===== src/rtl/gain_pkg.sv =====
package gain_pkg;
  localparam int DATA_W  = 14;
  localparam int FRAC_W  = 16;
  localparam int COEF_W  = FRAC_W + 1;
  localparam int IDX_W   = 5;
  localparam int STEPS   = 20;
  localparam int PROD_W  = DATA_W + COEF_W + 1;

  typedef struct packed {
    logic mulEn;   // capture a product in stage 1
    logic rndEn;   // capture a rounded result in stage 2
  } gainStrobes_t;

  // Linear amplitude ratio of k dB attenuation, in unsigned 1.FRAC_W format
  function automatic logic [COEF_W-1:0] coefOf(input int k);
    real ratio;
    ratio = 10.0 ** (-real'(k) / 20.0);
    return COEF_W'($rtoi(ratio * real'(1 << FRAC_W) + 0.5));
  endfunction
endpackage


===== src/rtl/gain_ctrl.sv =====
module gain_ctrl
  import gain_pkg::*;
#(
  parameter int IW    = IDX_W,
  parameter int NSTEP = STEPS
) (
  input  logic          clk,
  input  logic          rst,
  input  logic          inValid,
  input  logic [IW-1:0] attenIdx,
  output logic [IW-1:0] tableIdx,
  output gainStrobes_t  strobes,
  output logic          validOut
);
  localparam logic [IW-1:0] LAST_IDX = IW'(NSTEP - 1);

  logic stage1Valid;
  logic stage2Valid;

  // Clamp out-of-range attenuation onto the deepest table entry
  always_comb begin
    tableIdx = (attenIdx > LAST_IDX) ? LAST_IDX : attenIdx;
  end

  always_comb begin
    strobes.mulEn = inValid;
    strobes.rndEn = stage1Valid;
  end

  always_ff @(posedge clk) begin
    if (rst) begin
      stage1Valid <= 1'b0;
      stage2Valid <= 1'b0;
    end else begin
      stage1Valid <= inValid;
      stage2Valid <= stage1Valid;
    end
  end

  assign validOut = stage2Valid;
endmodule


===== src/rtl/gain_coef_rom.sv =====
module gain_coef_rom
  import gain_pkg::*;
#(
  parameter int IW    = IDX_W,
  parameter int CW    = COEF_W,
  parameter int NSTEP = STEPS
) (
  input  logic [IW-1:0] tableIdx,
  output logic [CW-1:0] coef
);
  logic [CW-1:0] entries [NSTEP];

  for (genvar k = 0; k < NSTEP; k++) begin : g_entry
    localparam logic [CW-1:0] VAL = CW'(coefOf(k));
    assign entries[k] = VAL;
  end

  always_comb begin
    coef = entries[NSTEP-1];
    for (int k = 0; k < NSTEP; k++) begin
      if (tableIdx == IW'(k)) coef = entries[k];
    end
  end
endmodule


===== src/rtl/gain_datapath.sv =====
module gain_datapath
  import gain_pkg::*;
#(
  parameter int DW = DATA_W,
  parameter int CW = COEF_W,
  parameter int FW = FRAC_W,
  parameter int PW = PROD_W
) (
  input  logic                 clk,
  input  logic                 rst,
  input  gainStrobes_t         strobes,
  input  logic signed [DW-1:0] inSample,
  input  logic        [CW-1:0] coef,
  output logic signed [DW-1:0] outSample
);
  localparam logic signed [PW-1:0] HALF_LSB = PW'(1) <<< (FW - 1);
  localparam logic signed [PW-1:0] POS_MAX  = PW'((1 << (DW - 1)) - 1);
  localparam logic signed [PW-1:0] NEG_MIN  = -PW'(1 << (DW - 1));

  logic signed [PW-1:0] sampleExt;
  logic signed [PW-1:0] coefExt;
  logic signed [PW-1:0] prodNext;
  logic signed [PW-1:0] prodQ;
  logic signed [PW-1:0] rounded;
  logic signed [DW-1:0] satNext;

  always_comb begin
    sampleExt = PW'(inSample);
    coefExt   = PW'($signed({1'b0, coef}));
    prodNext  = sampleExt * coefExt;
  end

  always_ff @(posedge clk) begin
    if (rst)                prodQ <= '0;
    else if (strobes.mulEn) prodQ <= prodNext;
  end

  always_comb begin
    rounded = (prodQ + HALF_LSB) >>> FW;
    if (rounded > POS_MAX)      satNext = POS_MAX[DW-1:0];
    else if (rounded < NEG_MIN) satNext = NEG_MIN[DW-1:0];
    else                        satNext = rounded[DW-1:0];
  end

  always_ff @(posedge clk) begin
    if (rst)                outSample <= '0;
    else if (strobes.rndEn) outSample <= satNext;
  end
endmodule


===== src/rtl/gain_db_step.sv =====
module gain_db_step
  import gain_pkg::*;
(
  input  logic                     clk,
  input  logic                     rst,
  input  logic                     inValid,
  input  logic signed [DATA_W-1:0] inSample,
  input  logic [IDX_W-1:0]         attenIdx,
  output logic                     outValid,
  output logic signed [DATA_W-1:0] outSample
);
  logic [IDX_W-1:0]  tableIdx;
  logic [COEF_W-1:0] coef;
  gainStrobes_t      strobes;

  gain_ctrl #(.IW(IDX_W), .NSTEP(STEPS)) ctrl_i (
    .clk(clk), .rst(rst), .inValid(inValid), .attenIdx(attenIdx),
    .tableIdx(tableIdx), .strobes(strobes), .validOut(outValid)
  );

  gain_coef_rom #(.IW(IDX_W), .CW(COEF_W), .NSTEP(STEPS)) rom_i (
    .tableIdx(tableIdx), .coef(coef)
  );

  gain_datapath #(.DW(DATA_W), .CW(COEF_W), .FW(FRAC_W), .PW(PROD_W)) dp_i (
    .clk(clk), .rst(rst), .strobes(strobes), .inSample(inSample),
    .coef(coef), .outSample(outSample)
  );
endmodule


===== config.mk =====
export PLATFORM = sky130hd
export DESIGN_NAME = gain_db_step
export DESIGN_NICKNAME = d
export VERILOG_FILES = /design/src/rtl/gain_pkg.sv /design/src/rtl/gain_ctrl.sv /design/src/rtl/gain_coef_rom.sv /design/src/rtl/gain_datapath.sv /design/src/rtl/gain_db_step.sv
export SDC_FILE = /design/constraint.sdc
export NUM_CORES = 1
export LEC_CHECK = 0
export CORE_ASPECT_RATIO = 0.5
export CORE_UTILIZATION = 65
export DETAILED_ROUTE_END_ITERATION = 12
export GPL_TIMING_DRIVEN = 0
export PLACE_DENSITY = 0.93
export SYNTH_ARGS = -nofsm -noshare
export SYNTH_HDL_FRONTEND = slang
export SYNTH_SLANG_ARGS = --single-unit

===== constraint.sdc =====
create_clock -name clk -period 10.3 [get_ports clk]
set_input_delay 1.03 -clock clk [delete_from_list [all_inputs] [get_ports clk]]
set_output_delay 1.03 -clock clk [all_outputs]
set_load 0.005 [all_outputs]

# ---- Yosys cells after proc, flatten, opt, wreduce, memory -nomap -nowiden
# Cells that the tools add are included.
dict set report word_totals {
  ff_bits 48
  in_bits 22
  output_inout_bits 15
  wordCells 52
}
dict set report classes {
  addsub 1
  mul 1
  magnitude_cmp 3
  eq_ne 19
  muxes 23
  reduce_logical 1
}
# cell n
set op_table {}
lappend op_table {{$mux 17} 20}
lappend op_table {{$eq 5x4->1 const B} 8}
lappend op_table {{$add 32x17->32 const B} 1}
lappend op_table {{$mul 14x18->32} 1}
lappend op_table {{$mux 14} 2}
lappend op_table {{$eq 5x3->1 const B} 4}
lappend op_table {{$eq 5x5->1 const B} 4}
lappend op_table {{$gt 16x14->1 const B} 1}
lappend op_table {{$lt 16x14->1 const B} 1}
lappend op_table {{$eq 5x2->1 const B} 2}
lappend op_table {{$eq 5x1->1 const B} 1}
lappend op_table {{$gt 5x5->1 const B} 1}
lappend op_table {{$logic_not 5->1} 1}
lappend op_table {{$mux 5} 1}

# ---- Longest topological paths before layout
# Gate-level depths: netlist (run 1).
dict set report logic_depth {
  word_depth 24
  ltp_mapped 28
}

# ---- Hierarchy
# A second synthesis (run 1) with hierarchy kept.
dict set report hier_totals {
  cells_unflattened 1151
  area_unflattened_um2 9933.3
}
# module instances cells_per_inst area_each_um2 seq_area_each_um2
set modules_own_cells {}
lappend modules_own_cells {gain_datapath 1 1046 9206.3 620.6}
lappend modules_own_cells {gain_coef_rom 1 93 625.6 0.0}
lappend modules_own_cells {gain_ctrl 1 12 101.3 40.0}

# ---- Worst setup path before layout (run 1)
# Ideal clock, no wire load.
dict set report synth_path {
  kind {input to register}
  from {input port attenIdx[2]}
  to {register dp_i.prodQ[30]}
  t_arrival_ns 7.443
  slack_ns 2.735
  path_stages 28
  cell_sequence {buf_6 -> clkbuf_1 -> or2b_1 -> o21ai_0 -> a21oi_1 -> o211ai_1 -> clkbuf_1 -> and2_1 -> fa_1 -> inv_1 -> fa_1 -> inv_1 -> fa_1 -> inv_1 -> fa_1 -> inv_1 -> fa_1 -> inv_1 -> fa_1 -> inv_1 -> ha_1 -> nor3_1 -> nor2_1 -> a22oi_1 -> a21oi_4 -> o311ai_4 -> a211oi_1 -> a311o_1}
}
dict set report synth_via {
  elab_chain_cells 24
  elab_cells_between_ends 43
  cone_classes {mul: 1; order compare: 1; eq/ne: 19; mux: 21; reduce/logical: 1}
}
# item line
set synth_lines {}
lappend synth_lines {{from (decl)} gain_db_step.sv:8} ;# input logic [IDX_W-1:0] attenIdx,
lappend synth_lines {{$gt 5x5->1} gain_ctrl.sv:22} ;# tableIdx = (attenIdx > LAST_IDX) ? LAST_IDX : attenIdx;
lappend synth_lines {{$mux 5 (*)} gain_ctrl.sv:22}
lappend synth_lines {{$logic_not 5->1} gain_coef_rom.sv:21} ;# if (tableIdx == IW'(k)) coef = entries[k];
lappend synth_lines {{$mux 17 (19 in series)} gain_coef_rom.sv:21}
lappend synth_lines {{$mux 17 (*)} gain_coef_rom.sv:21}
lappend synth_lines {{$mul 14x18->32 (*)} gain_datapath.sv:30} ;# prodNext = sampleExt * coefExt;
lappend synth_lines {{to (signal assigned)} gain_datapath.sv:35} ;# else if (strobes.mulEn) prodQ <= prodNext;
lappend synth_lines {{to (decl)} gain_datapath.sv:23} ;# logic signed [PW-1:0] prodQ;
# Mark *: on every way between the ends. The rest lies on a longest branch, timed or not.
# A chain may end at the register's enable or synchronous reset.

# ---- Final worst setup path (run 1)
dict set report layout_path {
  from {input port attenIdx[0]}
  to {register dp_i.prodQ[30]}
}
# The elaborated chain is that of the path after synthesis.

==> reports/metrics.yaml, run 1 <==
routing:
  drt-pass1-iter-count: 7
  totalWireLength_mm: 26.8
  routed_wire_length_per_instance_microns: 18.7
  drt_first_iter_violations: 688
  vias_per_cell: 6.06
  num_vias: 8687
  total_drc_errors_in_the_routed_layout: 0
  detail-route-antenna-nets: 0
worst_hold_path:
  worstHoldPathType: "reg2reg"
finish:
  diodes: 0
  layout.cells.most_common: "sky130_fd_sc_hd__inv_1"
  final_standard_cell_area_without_fillers_sq_um: 11000
  finish.net_count: 1547
  final_cell_mix: "sky130_fd_sc_hd__inv_1 (223), sky130_fd_sc_hd__fa_1 (177), sky130_fd_sc_hd__nand2_1 (136), sky130_fd_sc_hd__and2_1 (125), sky130_fd_sc_hd__ha_1 (112)"
  filler_cell_count: 1018
  seq_area_sq_um: 661
  multiInputGateArea_sq_um: 8490
  final_layout_size_suffix_gt1_share_pct: 3.96
  syn2layout_area_growth_pct: 7.23
sta:
  finalHoldViolCount: 0
  period_share_pct: 88.6
  grt_setup_unrepaired: "false"
  max_clock_freq_mhz: 110
  fin_max_slew_vios: 0
  final.setup.tns_ns: 0
  max_slew_margin_pct: 24.2
  fin_skew_ns: 0.00580
  worst_pin_slew_ns: 1.14
  period_needed_ns: 9.13
  final-setup-viol-count: 0
floorplan:
  io_pins: 37
  coreArea_sq_um: 14900
  chipHeight_microns: 90.7
  initial_core_util_pct: 68.6
  number_of_cell_rows: 31
  die_x_microns: 179
  total_die_area_sq_um: 16300
clock_tree:
  cts_tree: "built"
  cts_max_level: 2
  clk_pin_slew_worst_paths_ns: 0.05
  cts_buffers: 5
  post_cts.resized_instances: 0
  clock_path_buffers: 2
  worst_skew_pair.late_latency_ns: 0.28
  cts_setup_buffers: 0
  ctsRootBufferMaster: "sky130_fd_sc_hd__clkbuf_16"
  cts.hold.buffers_added: 0
  sink_count_of_the_clock_tree: 33
global_route:
  grt_pass1_wl_mm: 45.7
  globalRoute.totalOverflow: 0
  grt_use_total_pct: 35.2
  grt_pass1_vias: 9370
  grt_antenna_before_repair: 0
  pin_count_of_the_biggest_net_entering_global_routing: 11
power_and_ir_drop:
  leakage_uw: 0.00538
  vdd_drop_max_mv: 0.308
  pwr_density_cell_nw_per_um2: 332
synth:
  ys_types: 81
  ys_ff_latch: 33
  ys_warn_count: 0
  number_of_synthesized_flops_with_an_enable_pin: 0
  synth.cell_area_sq_um: 10200
  synth_ff_type: "sky130_fd_sc_hd__dfxtp_1"
  synth_area_per_cell_sq_um: 8.58
  synthesis.instances: 1194
  ys_seq_area_share_pct: 6.45
  postSynth.asyncResetShare_pct: 0
  mappedNetlistNets: 1505
worst_setup_path:
  path_class: "in2reg"
  crit_family: "adder cells"
  crit_path_dat_ns: 9.29
  timing.critical_path.required_ns: 10.46
  critPathBufInv: 10
  crit_path_top_delay_cell: "sky130_fd_sc_hd__a22oi_1"
  critical_path.startpoint_type: "input pin"
  critPathMaxFanout: 10
  crit_path_max_incr_delay_ns: 0.86
  timing.critical_path.to_type: "flop"
place:
  placed_cell_area_sq_um: 10800
  place_hpwl_mm: 22.2
  io_buffers: 35
  place_congestion: 0.949
outcome:
  status: "completed"
job:
  cap_viol_max_count: 0
-- kinds of logic (layout without fill, tap and decap cells) --
family                   count (synthesis)  count (layout)  share of synthesized area (%)
AND/OR/NAND/NOR                        420             420                           21.4
adder cells (fa/ha/maj)                289             289                           48.3
buffers and inverters                  281             323                           10.6
AO/OA/AOI/OAI                          150             150                           11.5
flip-flops                              33              33                           6.45
XOR/XNOR                                20              20                           1.71
multiplexers                             1               1                          0.110
-- final timing paths --
kind | cells after the start | slack (ns) | from | end
max reg2reg | 8 | 7.86 | dp_i.prodQ[19] | dp_i.outSample[10]
min | 2 | 0.47 | dp_i.outSample[0] | dp_i.outSample[0]
min reg2reg | 2 | 0.47 | dp_i.outSample[0] | dp_i.outSample[0]
max | 27 | 1.17 | attenIdx[0] | dp_i.prodQ[30]
-- tightest hold or removal path, delay by kind of cell (launching register included) --
family | cells | cell delay, ns
and+or+nand+nor | 1 | 0.05
AOI/OAI and AO/OA | 1 | 0.05
DFF | 1 | 0.31
-- area by class of cell --
type,instances,area share (%)
Inverter,224,7.66
Multi-Input combinational cell,880,77.4
Clock buffer,7,1.30
Tap cell,198,2.26
Sequential cell,33,6.02
Timing Repair Buffer,35,3.19
Buffer,57,2.22
-- metrics by stage --
step                      setup WS, ns  cells  util (%)  hold slack, ns  power [uW]
after floorplan                   2.74   1194         -           0.448        2610
after global placement            1.11   1427      72.6           0.444        3230
after detailed placement         0.932   1427      72.6           0.455        3410
after CTS                         1.17   1434      73.5           0.465        3590
after global routing             0.802   1434      73.5           0.490        4060
final                             1.17   1434      73.5           0.468        3640
-- synthesized netlist by cell type, types with 6 or more instances --
master,count,area share (%)
sky130_fd_sc_hd__xor2_1,7,0.60
sky130_fd_sc_hd__a211oi_1,11,0.81
sky130_fd_sc_hd__nor2_1,57,2.1
sky130_fd_sc_hd__nor3b_1,9,0.66
sky130_fd_sc_hd__a211oi_2,9,1.1
sky130_fd_sc_hd__nor2b_1,10,0.61
sky130_fd_sc_hd__nand2_1,136,5.0
sky130_fd_sc_hd__xnor2_1,13,1.1
sky130_fd_sc_hd__and3_1,7,0.43
sky130_fd_sc_hd__clkbuf_1,45,1.6
sky130_fd_sc_hd__buf_2,6,0.29
sky130_fd_sc_hd__nor3_1,12,0.59
sky130_fd_sc_hd__a21o_1,7,0.51
sky130_fd_sc_hd__inv_1,223,8.2
sky130_fd_sc_hd__dfxtp_1,33,6.5
sky130_fd_sc_hd__o21ai_0,25,1.2
sky130_fd_sc_hd__nand3_1,14,0.68
sky130_fd_sc_hd__nand4_1,11,0.67
sky130_fd_sc_hd__nand2b_1,13,0.79
sky130_fd_sc_hd__a21oi_1,37,1.8
sky130_fd_sc_hd__ha_1,112,14
sky130_fd_sc_hd__fa_1,177,35
sky130_fd_sc_hd__and2_1,125,7.6
-- flip-flops by register name, summed over array words and instances (netlist names) --
register	cells
ctrl_i.stage1Valid	1
dp_i.outSample	14
ctrl_i.validOut	1
dp_i.prodQ	17
-- metal layers --
layer | GRT usage, % | vias up | share of wire, %
met2 | 61.4 | 485 | 48
met1 | 41.5 | 4218 | 38
met5 | 0 | - | 0
met3 | 7.82 | 118 | 9.8
met4 | 17.0 | 0 | 4.3
li1 | - | 3866 | -
-- power breakdown --
part           internal [uW]  switching (uW)
combinational           1290            2020
sequential               159            27.5
clock                   94.7            50.0
total                   1540            2100
Power figures use the tool's default switching activity.
==> run 2, diff against run 1 <==
- CORE_ASPECT_RATIO: 0.5 -> unset
- CORE_UTILIZATION: 65 -> 70
- PLACE_DENSITY: 0.93 -> 0.95
- clock period: 10.3 -> 11.9 ns (I/O delays scaled with it)
==> run 2 against run 1 <==
Compared with the run above:
- global-route usage is 5.0 points higher
- largest cell class unchanged
- total power is 14% lower
- largest power group unchanged
- highest routed layer unchanged
- critical path depth stayed put
==> reports/metrics.yaml, run 2 (synthesis results as in run 1) <==
worst_setup_path:
  rr_worst_depth: 8
  critPathMaxFanout: 10
  critical_path.startpoint_type: "input pin"
  timing.critical_path.required_ns: 12.06
  crit_path_dat_ns: 9.73
  path_class: "in2reg"
  timing.critical_path.to_type: "flop"
floorplan:
  number_of_cell_rows: 43
  chipHeight_microns: 123
  initial_core_util_pct: 72.6
  io_pins: 37
  total_die_area_sq_um: 15100
  die_x_microns: 123
  coreArea_sq_um: 14100
power_and_ir_drop:
  vdd_drop_max_mv: 0.348
  leakage_uw: 0.00538
  pwr_density_cell_nw_per_um2: 286
worst_hold_path:
  worstHoldPathType: "reg2reg"
  min_delay_path_depth: 2
sta:
  worst_pin_slew_ns: 1.07
  period_share_pct: 80.4
  final.setup.worst_slack_ns: 2.33
  final.setup.tns_ns: 0
  max_clock_freq_mhz: 105
  grt_setup_unrepaired: "false"
  max_slew_margin_pct: 28.7
  finalHoldViolCount: 0
  fin_skew_ns: 0.00938
  final-setup-viol-count: 0
  period_needed_ns: 9.57
  fin_max_slew_vios: 0
finish:
  regMostFlops: "dp_i.prodQ"
  largest_register_ff_count: 17
  filler_cell_count: 939
  finish.net_count: 1547
  top_regs: "dp_i.prodQ (17), dp_i.outSample (14)"
  diodes: 0
  syn2layout_area_growth_pct: 7.01
  final_cell_count_no_fill: 1416
  final_layout_size_suffix_gt1_share_pct: 3.96
  final_cell_mix: "sky130_fd_sc_hd__inv_1 (223), sky130_fd_sc_hd__fa_1 (177), sky130_fd_sc_hd__nand2_1 (136), sky130_fd_sc_hd__and2_1 (125), sky130_fd_sc_hd__ha_1 (112)"
  layout.cells.most_common: "sky130_fd_sc_hd__inv_1"
global_route:
  grt_util_met1_pct: 49.4
  grt_antenna_before_repair: 0
  grt_util_met3_pct: 11.8
  globalRoute.totalOverflow: 0
  groute.layer.met2.usage_pct: 63.2
  grt_pass1_wl_mm: 45.7
  grt_pass1_vias: 9389
  grt_use_total_pct: 40.2
  pin_count_of_the_biggest_net_entering_global_routing: 11
  globalRoute.busiestLayer: "met2"
place:
  preCtsSetupSlack_ns: 2.32
  io_buffers: 35
  place_hpwl_mm: 21.8
  place_congestion: 0.989
  numPlacedInstances: 1409
clock_tree:
  sink_count_of_the_clock_tree: 33
  cts_tree: "built"
  clk_pin_slew_worst_paths_ns: 0.05
  ctsRootBufferMaster: "sky130_fd_sc_hd__clkbuf_16"
  cts_buffers: 5
  cts_setup_buffers: 0
  clock_path_buffers: 2
  post_cts.resized_instances: 0
  cts.hold.buffers_added: 0
  cts_max_level: 2
  worst_skew_pair.late_latency_ns: 0.28
routing:
  total_drc_errors_in_the_routed_layout: 0
  drt_first_iter_violations: 964
  routed_wire_length_per_instance_microns: 19.3
  num_vias: 8897
  drt-pass1-iter-count: 5
  totalWireLength_mm: 27.4
  detail-route-antenna-nets: 0
  vias_per_cell: 6.28
outcome:
  status: "completed"
job:
  cap_viol_max_count: 0
==> run 2: worst max-delay path: stages <==
cell,delay [ns]
sky130_fd_sc_hd__clkdlybuf4s50_1,0.48
sky130_fd_sc_hd__buf_2,0.21
sky130_fd_sc_hd__buf_1,0.38
sky130_fd_sc_hd__nand2_1,0.13
sky130_fd_sc_hd__a221oi_1,0.91
sky130_fd_sc_hd__clkbuf_1,0.55
sky130_fd_sc_hd__and2_1,0.24
sky130_fd_sc_hd__fa_1,0.18
sky130_fd_sc_hd__inv_1,0.06
sky130_fd_sc_hd__fa_1,0.52
sky130_fd_sc_hd__inv_1,0.06
sky130_fd_sc_hd__fa_1,0.50
sky130_fd_sc_hd__inv_1,0.05
sky130_fd_sc_hd__fa_1,0.47
sky130_fd_sc_hd__inv_1,0.05
sky130_fd_sc_hd__fa_1,0.53
sky130_fd_sc_hd__inv_1,0.05
sky130_fd_sc_hd__fa_1,0.52
sky130_fd_sc_hd__inv_1,0.05
sky130_fd_sc_hd__ha_1,0.32
sky130_fd_sc_hd__nor3_1,0.27
sky130_fd_sc_hd__nor2_1,0.12
sky130_fd_sc_hd__a22oi_1,0.73
sky130_fd_sc_hd__a21oi_4,0.23
sky130_fd_sc_hd__o311ai_4,0.42
sky130_fd_sc_hd__a211oi_1,0.14
sky130_fd_sc_hd__a311o_1,0.34
==> run 2: where the power goes <==
part / switching, uW / internal, uW / leakage (uW)
registers: 22.5 / 138 / 0.000272
clock network: 46.3 / 82.1 / 0.0000700
logic: 1750 / 1090 / 0.00503
==> run 2: per-stage QoR <==
stage	hold WS (ns)	instance area, sq um	util, %	total power, uW
after floorplan	0.448	10200	-	2260
final	0.485	11000	77.7	3130
after global placement	0.441	10800	76.7	2730
after detailed placement	0.474	10800	76.7	2880
after global routing	0.506	11000	77.7	3540
after CTS	0.484	11000	77.7	3080
==> run 2: final cells by class <==
| cell class | instances | area, sq um | share of cell area (%) |
|---|---|---|---|
| multi-input combinational | 880 | 8490 | 77.5 |
| timing repair buffer | 35 | 350 | 3.20 |
| clock buffer | 7 | 143 | 1.30 |
| buffer | 57 | 244 | 2.23 |
| inverter | 224 | 841 | 7.67 |
| sequential | 33 | 661 | 6.03 |
| tap | 180 | 225 | 2.06 |
==> run 2: final timing paths <==
| path | slack, ns | startpoint | to |
|---|---|---|---|
| max | 2.33 | attenIdx[0] | dp_i.prodQ[30] |
| min | 0.48 | dp_i.outSample[13] | dp_i.outSample[13] |
| max reg2reg | 9.32 | dp_i.prodQ[19] | dp_i.outSample[0] |
| min reg2reg | 0.48 | dp_i.outSample[13] | dp_i.outSample[13] |
==> run 2: routing by layer <==
metal | routed length, microns | part of all wire [%]
met5 | 0 | 0
met4 | 1660 | 6.1
met3 | 3240 | 12
met2 | 12600 | 46
met1 | 9860 | 36
